`src/rtl/rref_pkg.sv`:
```
package rref_pkg;
    localparam int OP_W      = 12;
    // positions inside the operation field
    localparam int B_CLR_AC  = 11;
    localparam int B_CLR_E   = 10;
    localparam int B_INV_AC  = 9;
    localparam int B_INV_E   = 8;
    localparam int B_ROT_R   = 7;
    localparam int B_ROT_L   = 6;
    localparam int B_INC     = 5;
    localparam int B_TST_HI  = 4;
    localparam int B_TST_LO  = 1;
    localparam int B_HALT    = 0;
    // widths of the slices handed to the sub-blocks
    localparam int XFORM_W   = B_CLR_AC - B_INC + 1;
    localparam int TEST_W    = B_TST_HI - B_TST_LO + 1;
    // indices inside the test slice
    localparam int T_SZE     = 0;
    localparam int T_SZA     = 1;
    localparam int T_NEG     = 2;
    localparam int T_POS     = 3;
endpackage

```
`src/rtl/rref_acc_path.sv`:
```
module rref_acc_path
    import rref_pkg::*;
#(
    parameter int ACC_W = 16
) (
    input  logic [ACC_W-1:0]   acc_i,
    input  logic               ext_i,
    input  logic [XFORM_W-1:0] xf_i,
    output logic [ACC_W-1:0]   acc_o,
    output logic               ext_o
);
    localparam int K_CLR_AC = B_CLR_AC - B_INC;
    localparam int K_CLR_E  = B_CLR_E  - B_INC;
    localparam int K_INV_AC = B_INV_AC - B_INC;
    localparam int K_INV_E  = B_INV_E  - B_INC;
    localparam int K_ROT_R  = B_ROT_R  - B_INC;
    localparam int K_ROT_L  = B_ROT_L  - B_INC;
    localparam int K_INC    = 0;

    logic [ACC_W-1:0] a;
    logic             e;

    always_comb begin
        a = acc_i;
        e = ext_i;
        if (xf_i[K_CLR_AC]) a = '0;
        if (xf_i[K_CLR_E])  e = 1'b0;
        if (xf_i[K_INV_AC]) a = ~a;
        if (xf_i[K_INV_E])  e = ~e;
        if (xf_i[K_ROT_R])  {a, e} = {e, a};
        if (xf_i[K_ROT_L])  {e, a} = {a, e};
        if (xf_i[K_INC])    a = a + {{(ACC_W-1){1'b0}}, 1'b1};
        acc_o = a;
        ext_o = e;
    end
endmodule

```
`src/rtl/rref_skip_eval.sv`:
```
module rref_skip_eval
    import rref_pkg::*;
#(
    parameter int ACC_W = 16
) (
    input  logic [ACC_W-1:0]  acc_i,
    input  logic              ext_i,
    input  logic [TEST_W-1:0] tst_i,
    output logic              skip_o
);
    logic [TEST_W-1:0] hit;

    for (genvar k = 0; k < TEST_W; k++) begin : g_test
        if (k == T_POS) begin : g_pos
            assign hit[k] = tst_i[k] & ~acc_i[ACC_W-1];
        end else if (k == T_NEG) begin : g_neg
            assign hit[k] = tst_i[k] & acc_i[ACC_W-1];
        end else if (k == T_SZA) begin : g_zero
            assign hit[k] = tst_i[k] & ~(|acc_i);
        end else begin : g_ext
            assign hit[k] = tst_i[k] & ~ext_i;
        end
    end

    assign skip_o = |hit;
endmodule

```
`src/rtl/rref_exec_unit.sv`:
```
module rref_exec_unit
    import rref_pkg::*;
#(
    parameter int ACC_W = 16
) (
    input  logic             clk,
    input  logic             rst_n,
    input  logic             exec_stb,
    input  logic [OP_W-1:0]  op_bits,
    input  logic             ld_en,
    input  logic [ACC_W-1:0] ld_val,
    input  logic             ld_ext,
    output logic [ACC_W-1:0] acc_o,
    output logic             ext_o,
    output logic             skip_o,
    output logic             halt_o,
    output logic             sc_clr_o
);
    typedef struct packed {
        logic [ACC_W-1:0] acc;
        logic             ext;
        logic             skip;
        logic             halt;
        logic             sc_clr;
    } unit_state_t;

    unit_state_t st_d, st_q;

    logic [ACC_W-1:0] xf_acc;
    logic             xf_ext;
    logic             test_hit;

    rref_acc_path #(.ACC_W(ACC_W)) u_path (
        .acc_i (st_q.acc),
        .ext_i (st_q.ext),
        .xf_i  (op_bits[B_CLR_AC:B_INC]),
        .acc_o (xf_acc),
        .ext_o (xf_ext)
    );

    rref_skip_eval #(.ACC_W(ACC_W)) u_skip (
        .acc_i  (st_q.acc),
        .ext_i  (st_q.ext),
        .tst_i  (op_bits[B_TST_HI:B_TST_LO]),
        .skip_o (test_hit)
    );

    always_comb begin
        st_d        = st_q;
        st_d.skip   = 1'b0;
        st_d.halt   = 1'b0;
        st_d.sc_clr = 1'b0;
        if (exec_stb) begin
            st_d.acc    = xf_acc;
            st_d.ext    = xf_ext;
            st_d.skip   = test_hit;
            st_d.halt   = op_bits[B_HALT];
            st_d.sc_clr = 1'b1;
        end else if (ld_en) begin
            st_d.acc = ld_val;
            st_d.ext = ld_ext;
        end
    end

    always_ff @(posedge clk or negedge rst_n) begin
        if (!rst_n) st_q <= '0;
        else        st_q <= st_d;
    end

    assign acc_o    = st_q.acc;
    assign ext_o    = st_q.ext;
    assign skip_o   = st_q.skip;
    assign halt_o   = st_q.halt;
    assign sc_clr_o = st_q.sc_clr;
endmodule

```
`config.mk`:
```
export PLATFORM = sky130hd
export DESIGN_NAME = rref_exec_unit
export DESIGN_NICKNAME = d
export VERILOG_FILES = /design/src/rtl/rref_pkg.sv /design/src/rtl/rref_acc_path.sv /design/src/rtl/rref_skip_eval.sv /design/src/rtl/rref_exec_unit.sv
export SDC_FILE = /design/constraint.sdc
export NUM_CORES = 1
export LEC_CHECK = 0
export BUFFER_PORTS_ARGS = -buffer_cell sky130_fd_sc_hd__buf_2
export CORE_ASPECT_RATIO = 0.75
export CORE_MARGIN = 2
export CORE_UTILIZATION = 25
export CTS_CLUSTER_DIAMETER = 50
export DETAILED_ROUTE_END_ITERATION = 8
export GPL_ROUTABILITY_DRIVEN = 1
export HOLD_SLACK_MARGIN = 0.12
export SLEW_MARGIN = 20
export SYNTH_ARGS = -nofsm -noshare
export SYNTH_HDL_FRONTEND = slang
export SYNTH_HIERARCHICAL = 1
export SYNTH_SLANG_ARGS = --single-unit
```
`constraint.sdc`:
```
create_clock -name clk -period 7 [get_ports clk]
set_input_delay 1.4 -clock clk [delete_from_list [all_inputs] [get_ports clk]]
set_output_delay 1.4 -clock clk [all_outputs]
set_load 0.005 [all_outputs]
```
==> reports/qor.yml <==
status: "complete, no violations"
dr_total_vias: 2330
power_density_nw_per_um2: 200
min_period_ps: 4300
htreeDepth: 1
clk_path_buf_depth: 2
antenna_found_initial: 0
cts_buffers: 3
antenna_left: 0
synth-edff-count: 0
wl_met1_mm: 3.51
final_common_cell: "buf_2"
diodes: 0
wl_per_cell_um: 15.3
dr.pass1.iters: 4
highest_layer: "met4"
cts_hold_buffers: 0
worstMarginPinSlew_ps: 886
die_area_um2: 10200
relSlewSlack: 0.403
insertion_delay_ps: 260
synth_nets: 330
maxCapViolCount: 0
placed_cells: 456
die_y_um: 88.2
final_nets: 367
cp_max_fo: 23
clock_skew_ps: 1.93
hold_viol_final: 0
switching_share: 0.377
io_buffer_count: 52
required_ps: 7110
cts_tree: "yes"
route.detailed.drc: 0
clk_pin_slew_ps: 60
dr_wl_met2_mm: 3.08
yosysTopAreaCell: "dfrtp_1"
synth.distinct_cells: 55
synth.area.top_cells: "dfrtp_1 21%, mux2i_1 12%, xnor2_1 9.6%"
cp.arrival_ps: 4410
gp_congestion: 0.925
grt_overflow: 0
peakVddDrop_mv: 0.0980
grt_usage: 0.141
fp.coreArea_um2: 9120
synth_area_um2: 2360
synth_top_cell_area_share: 0.212
fmax_ghz: 0.233
p_sw_mw: 0.209
grt_pass1_vias: 2159
cts-root-buf: "clkbuf_16"
initial_core_util: 0.259
routed-wl-met3_um: 419
dieWidth_um: 116
grt_max_degree: 38
dp_hpwl_mm: 5.14
final_cells: 460
synth_cells: 296
cts_resized: 0
syn_avg_cell_area_um2: 7.98
grt_pass1_wl_mm: 11.4
yosys_warnings: 6
io_pins: 53
cts.sinks: 20
clock_power_share: 0.295
criticalPathCategory: "primary input to flip-flop"
ys_seq_elements: 20
drive_gt1_frac: 0.250
drv_slew: 0
final_cell_mix: "52 x buf_2, 35 x nand2_1, 28 x mux2i_1"
power.leakage_nw: 1.14
worst_setup_path_end_kind: "flip-flop"
area_delta_synth_final_pct: 17.2
drt_iter0_markers: 198
cts_setup_buffers: 0
power_frac_seq: 0.299
synth_flop_cell: "dfrtp_1"
grt_setup_unrepaired: "false"
p_comb_frac: 0.406
startpoint_type: "primary input"
power.internal_mw: 0.345
seq_area_frac_synth: 0.212
avgViaCountPerCell: 5.07
final.setup.tns_ps: 0
fin_crit_sh: 0.614
totalWireLength_mm: 7.05
hp-class: "flip-flop to flip-flop"
async_flop_share: 1.00
row_count: 30
setup_viol: 0
[Yosys cell counts, types with 2 or more instances]
master	count
o21ai_1	9
nor4_2	3
nor2b_1	8
a211oi_1	5
mux2i_1	28
and3_1	2
nor2_1	26
o311ai_1	2
dfrtp_1	20
buf_2	10
buf_1	2
xor2_1	6
nor4_1	2
nand4_1	4
a21oi_1	9
nand2_1	35
o21ai_0	19
o311a_1	2
xnor2_1	26
a31oi_1	3
nand2b_1	3
o21ai_2	2
inv_1	9
nand3_1	5
mux2_2	9
and2_1	3
clkbuf_1	5
o41ai_2	2
buf_6	2
o211ai_1	4
nor3_1	6
nor3b_1	2
[area by class of cell]
cell class	count	area, um^2
clock buffers	3	75.1
multi-input cells	246	1700
well taps	128	160
inverters	10	37.5
clock inverters	1	30.0
fillers	986	6350
flip-flops and latches	20	500
repair buffers	52	260
[per-layer routing]
| layer | track usage | vias to the layer above |
|---|---|---|
| met2 | 0.215 | 65 |
| li1 | - | 1134 |
| met1 | 0.211 | 1127 |
| met3 | 0.0228 | 4 |
| met5 | 0 | - |
| met4 | 0.0249 | 0 |
[critical path, cell delays in order]
cell and delay, ps:
buf_2 410, inv_2 320, xnor2_1 360, o21ai_0 160, o21ai_0 320, ha_1 290
nand2_1 130, a2111o_1 480, nor4b_2 300, xnor2_1 100, nand2_1 60, o21ai_0 80
[flip-flops by register name (all words and copies together), names as in the netlist]
name      flops
halt_o        1
acc_o        16
skip_o        1
sc_clr_o      1
ext_o         1
[cells by family after synthesis]
kind of cell	share of synthesized area
fa+ha+maj	0.00530
flops	0.212
xor+xnor	0.119
buf+inv	0.0662
compound gates	0.209
simple gates	0.222
mux	0.167
[power by group through the flow]
stage	Combinational [mW]	Clock, mW	Sequential (mW)
final	0.225	0.163	0.165
after global routing	0.247	0.173	0.169
after CTS	0.223	0.165	0.165
after detailed placement	0.221	0	0.167
after global placement	0.220	0	0.167
after floorplan	0.161	0	0.159
[final timing paths]
check	startpoint	endpoint	slack [ps]	cells after the start
setup / recovery	op_bits[9]	acc_o[12]	2700	12
hold reg to reg	ext_o	ext_o	620	2
max in group asynchronous	rst_n	acc_o[7]	5550	1
setup reg to reg	acc_o[0]	acc_o[12]	4060	11
min in group asynchronous	rst_n	sc_clr_o	1110	1
hold / removal	ext_o	ext_o	620	2
[per-stage QoR]
stage	setup slack [ps]	hold WS, ps	utilization	total power [mW]	cell area [um^2]
finish	2700	625	0.303	0.553	2770
global route	2450	659	0.303	0.589	2770
CTS	2710	627	0.303	0.553	2770
detailed placement	2460	614	0.292	0.388	2660
global placement	2560	596	0.292	0.386	2660
floorplan	3220	588	-	0.320	2360
Note: power is estimated with default switching activity, not from simulation.
